## src/rtl/booth_pkg.sv

```systemverilog
package booth_pkg;

  typedef struct packed {
    logic one;   // select the multiplicand
    logic two;   // select twice the multiplicand
    logic neg;   // subtract the selected multiple
  } booth_ctl_t;

  // Recode one overlapping triplet {hi, mid, lo} into select lines.
  function automatic booth_ctl_t recode(input logic [2:0] trip);
    booth_ctl_t c;
    c.one = trip[1] ^ trip[0];
    c.two = (trip == 3'b011) || (trip == 3'b100);
    c.neg = trip[2] & ~(trip[1] & trip[0]);
    return c;
  endfunction

endpackage

```

## src/rtl/booth_encoder.sv

```systemverilog
module booth_encoder
  import booth_pkg::*;
#(
  parameter int W = 8,
  localparam int NPP = W / 2
) (
  input  logic [W-1:0]   mplier,
  output logic [NPP-1:0] sel_one,
  output logic [NPP-1:0] sel_two,
  output logic [NPP-1:0] sel_neg
);

  logic [W:0] ext;
  assign ext = {mplier, 1'b0};

  for (genvar i = 0; i < NPP; i++) begin : g_digit
    booth_ctl_t ctl;
    assign ctl        = recode(ext[2*i+2 -: 3]);
    assign sel_one[i] = ctl.one;
    assign sel_two[i] = ctl.two;
    assign sel_neg[i] = ctl.neg;
  end

endmodule

```

## src/rtl/booth_selector.sv

```systemverilog
module booth_selector #(
  parameter int W = 8,
  localparam int NPP = W / 2,
  localparam int PW = 2 * W
) (
  input  logic [W-1:0]   mcand,
  input  logic [NPP-1:0] sel_one,
  input  logic [NPP-1:0] sel_two,
  input  logic [NPP-1:0] sel_neg,
  output logic [PW-1:0]  pp [NPP+1],
  output logic [PW-1:0]  corr
);

  logic [PW-1:0] m1;
  logic [PW-1:0] m2;
  assign m1 = {{W{mcand[W-1]}}, mcand};
  assign m2 = {m1[PW-2:0], 1'b0};

  for (genvar i = 0; i < NPP; i++) begin : g_pp
    logic [PW-1:0] mult;
    always_comb begin
      mult = '0;
      if (sel_one[i]) mult = m1;
      else if (sel_two[i]) mult = m2;
    end
    assign pp[i] = (mult ^ {PW{sel_neg[i]}}) << (2 * i);
  end

  // Increment words completing each inverted multiple.
  always_comb begin
    corr = '0;
    for (int i = 0; i < NPP; i++) corr[2*i] = sel_neg[i];
  end
  assign pp[NPP] = corr;

endmodule

```

## src/rtl/csa_chain.sv

```systemverilog
module csa_chain #(
  parameter int PW = 16,
  parameter int NOPS = 5,
  localparam int NST = NOPS - 2
) (
  input  logic [PW-1:0] ops [NOPS],
  output logic [PW-1:0] sum_w,
  output logic [PW-1:0] cry_w
);

  logic [PW-1:0] s [NST];
  logic [PW-1:0] c [NST];

  for (genvar j = 0; j < NST; j++) begin : g_stage
    logic [PW-1:0] x, y, z, maj;
    if (j == 0) begin : g_first
      assign x = ops[0];
      assign y = ops[1];
    end else begin : g_next
      assign x = s[j-1];
      assign y = c[j-1];
    end
    assign z    = ops[j+2];
    assign s[j] = x ^ y ^ z;
    assign maj  = (x & y) | (x & z) | (y & z);
    assign c[j] = {maj[PW-2:0], 1'b0};
  end

  assign sum_w = s[NST-1];
  assign cry_w = c[NST-1];

endmodule

```

## src/rtl/booth_mult.sv

```systemverilog
module booth_mult #(
  parameter int W = 8,
  localparam int NPP = W / 2,
  localparam int PW = 2 * W
) (
  input  logic [W-1:0]  mcand,
  input  logic [W-1:0]  mplier,
  output logic [PW-1:0] product
);

  logic [NPP-1:0] sel_one, sel_two, sel_neg;
  logic [PW-1:0]  pp [NPP+1];
  logic [PW-1:0]  corr;
  logic [PW-1:0]  sum_w, cry_w;

  booth_encoder #(.W(W)) u_enc (
    .mplier (mplier),
    .sel_one(sel_one),
    .sel_two(sel_two),
    .sel_neg(sel_neg)
  );

  booth_selector #(.W(W)) u_sel (
    .mcand  (mcand),
    .sel_one(sel_one),
    .sel_two(sel_two),
    .sel_neg(sel_neg),
    .pp     (pp),
    .corr   (corr)
  );

  csa_chain #(.PW(PW), .NOPS(NPP + 1)) u_csa (
    .ops  (pp),
    .sum_w(sum_w),
    .cry_w(cry_w)
  );

  // Single carry-propagate stage.
  assign product = sum_w + cry_w;

endmodule

```

## config.mk

```make
export PLATFORM = sky130hd
export DESIGN_NAME = booth_mult
export DESIGN_NICKNAME = d
export VERILOG_FILES = /design/src/rtl/booth_pkg.sv /design/src/rtl/booth_encoder.sv /design/src/rtl/booth_selector.sv /design/src/rtl/csa_chain.sv /design/src/rtl/booth_mult.sv
export SDC_FILE = /design/constraint.sdc
export NUM_CORES = 1
export LEC_CHECK = 0
export CAP_MARGIN = 20
export CORE_ASPECT_RATIO = 0.8
export CORE_MARGIN = 4
export CORE_UTILIZATION = 52
export DETAILED_ROUTE_END_ITERATION = 6
export GPL_ROUTABILITY_DRIVEN = 0
export GPL_TIMING_DRIVEN = 0
export MAX_ROUTING_LAYER = met4
export PLACE_DENSITY = 0.78
export SLEW_MARGIN = 20
export SYNTH_ARGS = -nofsm -noshare
export SYNTH_HDL_FRONTEND = slang
export SYNTH_SLANG_ARGS = --single-unit
```

## constraint.sdc

```tcl
create_clock -name vclk -period 8.3
set_input_delay 1.66 -clock vclk [all_inputs]
set_output_delay 1.66 -clock vclk [all_outputs]
set_load 0.02 [all_outputs]
```

## Yosys cells after proc, flatten, opt, wreduce, memory -nomap -nowiden

Cells that the tools add are included.

| storage, ports and cells | value |
|---|---|
| register bits after elaboration | 0 |
| bits of input ports | 16 |
| output and inout bits | 16 |
| logic and storage cells | 56 |

| cells by class | value |
|---|---|
| add/sub/neg operators | 1 |
| equality and inequality tests | 7 |
| multiplexer cells | 8 |
| bitwise operators | 37 |
| reduce and logical (&&, ||, !) cells | 3 |

Operator list:

| cell | count |
|---|---|
| $and 15x15->15 | 7 |
| $xor 16x16->16 | 6 |
| $or 15x15->15 | 6 |
| $mux 16 | 2 |
| $and 15x7->15 | 2 |
| $mux 14 | 2 |
| $mux 12 | 2 |
| $mux 10 | 2 |
| $add 16x16->16 | 1 |
| $xor 16x7->16 | 1 |
| $xor 14x14->14 | 1 |
| $xor 12x12->12 | 1 |
| $xor 10x10->10 | 1 |
| $eq 3x2->1 const B | 3 |
| $eq 3x3->1 const B | 3 |
| $and 1x1->1 | 6 |
| $logic_or 1x1->1 | 3 |
| $not 1->1 | 3 |
| $xor 1x1->1 | 3 |
| $eq 2x2->1 const B | 1 |

## Logic depth before layout (Yosys ltp)

| depth | value |
|---|---|
| word-level depth | 15 |
| gate-level depth with buffers | 21 |
| depth with buffers taken out | 19 |

## Hierarchy

Synthesis repeated with hierarchy kept, for this count alone.

| second synthesis, totals | value |
|---|---|
| cell total of the unflattened synthesis | 427 |
| area, all modules | 3824.9 sq um |

By module, submodules not included:

| module | times used | cells an instance | area an instance (sq um) | sequential area each (sq um) |
|---|---|---|---|---|
| booth_selector | 1 | 249 | 1928.1 | 0.0 |
| csa_chain | 1 | 59 | 989.7 | 0.0 |
| booth_mult | 1 | 98 | 724.4 | 0.0 |
| booth_encoder | 1 | 21 | 182.7 | 0.0 |

## Worst setup path before layout

OpenSTA, ideal clock, no wires.

| timing | value |
|---|---|
| path type | input port to output port |
| start | input port mplier[1] |
| end | output port product[14] |
| arrival time | 5993 ps |
| data required time | 6640 ps |
| path slack | 647 ps |
| stages | 19 |
| buffers on the path | 2 |
| cells stage by stage | buf_2 clkinv_1 ha_1 clkbuf_1 inv_2 nor2_1 a21o_1 nand2_1 o311ai_1 fa_1 inv_1 fa_1 ha_1 ha_1 and3_2 nor2b_1 a221oi_1 o21ai_1 xor2_1 |

| on the way | value |
|---|---|
| cells in the longest elaborated chain, start to end | 15 |
| elaborated cells between the ends (all ways) | 36 |
| those cells by class | add/sub (1); eq/ne (3); mux (4); bitwise (27); reduce/logical (1) |

RTL lines:

| item | RTL line | RTL |
|---|---|---|
| from (decl) | booth_mult.sv:7 | `input logic [W-1:0] mplier,` |
| $eq 3x2->1 or $eq 3x3->1 (tied branches) | booth_pkg.sv:13 | `c.two = (trip == 3'b011) \|\| (trip == 3'b100);` |
| $logic_or 1x1->1 | booth_pkg.sv:13 |  |
| $mux 14 | booth_selector.sv:24 | `else if (sel_two[i]) mult = m2;` |
| $mux 14 | booth_selector.sv:23 | `if (sel_one[i]) mult = m1;` |
| $xor 14x14->14 | booth_selector.sv:26 | `assign pp[i] = (mult ^ {PW{sel_neg[i]}}) << (2 * i);` |
| $and 15x15->15 | csa_chain.sv:25 | `assign maj = (x & y) \| (x & z) \| (y & z);` |
| $or 15x15->15 (2 in series) | csa_chain.sv:25 |  |
| $and 15x15->15 | csa_chain.sv:25 |  |
| $or 15x15->15 (2 in series) | csa_chain.sv:25 |  |
| $and 15x15->15 | csa_chain.sv:25 |  |
| $or 15x15->15 (2 in series) | csa_chain.sv:25 |  |
| $add 16x16->16 * | booth_mult.sv:39 | `assign product = sum_w + cry_w;` |
| to (decl) | booth_mult.sv:8 | `output logic [PW-1:0] product` |

Every way passes the cells marked *; elsewhere a longest branch is shown, timed or not.

## Final worst setup path

| timing | value |
|---|---|
| start | input port mplier[4] |
| end | output port product[15] |

| on the way | value |
|---|---|
| cells in the longest elaborated chain, start to end | 15 |
| elaborated cells between the ends (all ways) | 30 |
| those cells by class | add/sub (1); eq/ne (2); mux (2); bitwise (24); reduce/logical (1) |

RTL lines:

| item | RTL line |
|---|---|
| $eq 3x2->1 or $eq 3x3->1 (tied branches) | booth_pkg.sv:13 |
| $logic_or 1x1->1 | booth_pkg.sv:13 |
| $mux 12 | booth_selector.sv:24 |
| $mux 12 | booth_selector.sv:23 |
| $xor 12x12->12 | booth_selector.sv:26 |
| $and 15x15->15 | csa_chain.sv:25 |
| $or 15x15->15 (2 in series) | csa_chain.sv:25 |
| $and 15x15->15 | csa_chain.sv:25 |
| $or 15x15->15 (2 in series) | csa_chain.sv:25 |
| $and 15x15->15 | csa_chain.sv:25 |
| $or 15x15->15 (2 in series) | csa_chain.sv:25 |
| $add 16x16->16 * | booth_mult.sv:39 |

Marks and branches as above.

==> key figures <==
Drt
  – WL final: 6940 um
  – Pre-antenna DRT Iters: 5
  – DR vias/cell: about 6.2
  – Antenna Nets Post-Route: 0
  – DRC violations left: 0
  – Via Count: 2751
  – Drt first-iter violations: 249
  – Average wire per standard cell: around 16 um

Critical path
  – WP data arrival: between 6000 and 7000 ps
  – Crit path largest cell delay: 550 ps
  – WS Path Type: in2out
  – Most Frequent Cell on Critical Path: fa_1
  – CP Max Fanout: 10
  – Critical Path, Cell by Cell: clkdlybuf4s50_1 > inv_1 > ha_2 > clkbuf_2 > a211oi_1 > a31oi_1 > o21ai_1 > fa_1 > fa_1 > inv_1 > fa_1 > ha_2 > a21o_1 > a311oi_2 > o21ai_2 > a311oi_2 > xnor2_1 > clkbuf_2
  – CP required: 6640 ps
  – Critical Path Source Type: input pin
  – Worst path slowest cell: fa_1
  – Worst setup EP type: output port

Layout
  – Final-layout clock buffer total: 0
  – Seq Cell Count: 0
  – Ant diodes: 0
  – NumNets Final: approximately 450
  – Area growth from synthesis to layout: 17.5%
  – Reg area: 0 um^2
  – Finished Cell Area: 0.00305 mm^2
  – Layout cells sized above 1: 11.5%

Yosys
  – Mapped Area: between 0.002 and 0.003 mm^2
  – Yosys warning count: 0
  – Mapped Cells: 357
  – Syn Nets: 427
  – Register area share after synthesis: 0%
  – Netlist cell types: 52
  – Mean Syn Cell Area: 7.27 um^2

Power
  – Power per Cell Area: 382 mW/mm^2
  – Peak VDD IR: ~0.44 mV
  – Leakage dissipation: 1.36 nW
  – Final Total Pwr: 0.00116 W

Die
  – Std-Cell Rows: 22
  – Chip width: 87.0 um
  – Core Box Area: 0.00471 mm^2
  – Die Y-Extent: 71.2 um
  – Initial Utilization: 55.1%
  – Total die area: between 0.006 and 0.007 mm^2
  – Ports: 32

Placed design
  – Dpl hpwl: 5360 um
  – Port Buffers: 29
  – Dpl cell area: 0.00296 mm^2

STA
  – Least-Margin Pin Slew: ~640 ps
  – Final Setup Violations: 0
  – Unrepaired setup endpoints after global routing: false
  – Hold_ws: roughly 4400 ps
  – F_max: about 120 MHz
  – Min Tclk post-route: 8090 ps
  – Slew headroom: 57.7%
  – Fin. Hold Viols: 0
  – Slew Viols, Final: 0
  – Ratio of final minimum period to clock period: 97.4%

Hold path
  – Hold Crit Class: in2out
  – Worst Hold Depth: 3
  – Hold wc startpoint: mcand[0]
  – WHS Endpoint: product[0]

Global route
  – First-pass GRT wire length: 11700 um
  – Grt total ovfl: 0
  – Largest net degree at the start of global routing: 11
  – Initial antenna violation count: 0
  – Vias in the first global route: 2523
  – GRT Overall Usage: between 20% and 30%

Clocking
  – Hold_buf cts: 0

Run status
  – Status: finished clean

Flow run
  – Number of max-cap violations: 0
==> placed cells by master (no fill, tap or decap), types with 10 or more instances in the layout <==
cell,instances
o21ai_1,10
xnor2_1,17
a21oi_1,39
xor2_1,13
inv_1,30
nor2_1,15
nand2_1,27
a21o_1,11
a211oi_1,16
fa_1,20
ha_1,29
clkbuf_1,12
clkdlybuf4s50_1,20
==> worst max path at each step <==
stage | startpoint | to | slack, ps | cells past startpoint
after floorplan | mplier[1] | product[14] | 650 | 19
after global placement | mplier[1] | product[15] | -850 | 18
after detailed placement | mplier[1] | product[15] | -890 | 18
after CTS | mplier[1] | product[15] | -50 | 17
after global routing | mplier[1] | product[14] | 10 | 20
final | mplier[4] | product[15] | 210 | 18
==> synth_stat cells (2+ instances only) <==
cell,n,area (um^2)
a211o_1,2,17.5
nand2b_1,3,18.8
nand2_1,27,101
xnor2_1,17,149
o21ai_1,10,50.1
nand4_1,2,12.5
a311oi_2,3,45.0
xor2_1,13,114
buf_2,3,15.0
o211ai_1,2,15.0
a211oi_1,16,120
mux2i_1,3,30.0
fa_1,20,400
a31oi_1,5,31.3
a221oi_1,2,17.5
o31ai_1,3,22.5
nor3_1,7,35.0
a21o_1,11,82.6
ha_1,34,425
nand3_1,3,15.0
nor3b_1,2,15.0
o22ai_1,8,50.1
inv_1,30,113
inv_2,5,18.8
nor2_1,19,71.3
nor2b_1,9,56.3
o21ai_0,8,40.0
clkbuf_1,23,86.3
or2_1,2,12.5
o221ai_1,5,43.8
a21oi_1,39,195
==> per-layer routing <==
metal | wire length, um | vias to the layer above | global-route usage [%]
li1 | - | 1317 | -
met1 | 3070 | 1297 | 34.1
met2 | 3180 | 129 | 35.6
met3 | 637 | 8 | 1.63
met4 | 49 | 0 | 3.63
met5 | 0 | - | -
==> layout make-up <==
type	instances	area [um^2]
Multi-Input combinational cell	294	2440
Tap cell	60	75.1
Buffer	21	103
Inverter	36	140
Fill cell	424	1660
Timing Repair Buffer	31	289
==> power by group <==
part           total (W)  internal (W)  switching, W
Sequential             0             0             0
Clock                  0             0             0
Combinational    0.00116      0.000507      0.000657
Total            0.00116      0.000507      0.000657
==> through the flow <==
stage	worst slack, ps	cells	setup TNS (ps)	util (%)
6_report	213	442	0	64.7
5_1_grt	13.7	442	0	64.7
4_1_cts	-46.5	443	-46.5	63.9
3_5_place_dp	-888	446	-6020	62.9
3_3_place_gp	-846	446	-5590	62.9
2_1_floorplan	647	357	0	-
==> critical path, delay by kind of cell <==
kind	cells	cell delay [ps]
adder cells (fa/ha/maj)	5	2300
buffers and inverters	5	1050
AO/OA/AOI/OAI	7	1250
XOR/XNOR	1	160
==> timing repair <==
item | 4_1_cts | 5_1_grt
gates resized for setup | 28 | 22
buffers inserted | 0 | 2
endpoints found under the setup margin | 10 | 9
pin swaps | 0 | 2
==> logic make-up (layout without fill, tap and decap cells) <==
logic type / Yosys count / in the layout / synth area share, %
AOI/OAI and AO/OA: 127 / 127 / 32.5
and+or+nand+nor: 80 / 80 / 14.8
buffers and inverters: 63 / 88 / 9.55
adders and majority gates: 54 / 54 / 31.8
xor gates and xnor gates: 30 / 30 / 10.1
muxes: 3 / 3 / 1.16
Power figures use the tool's default switching activity.
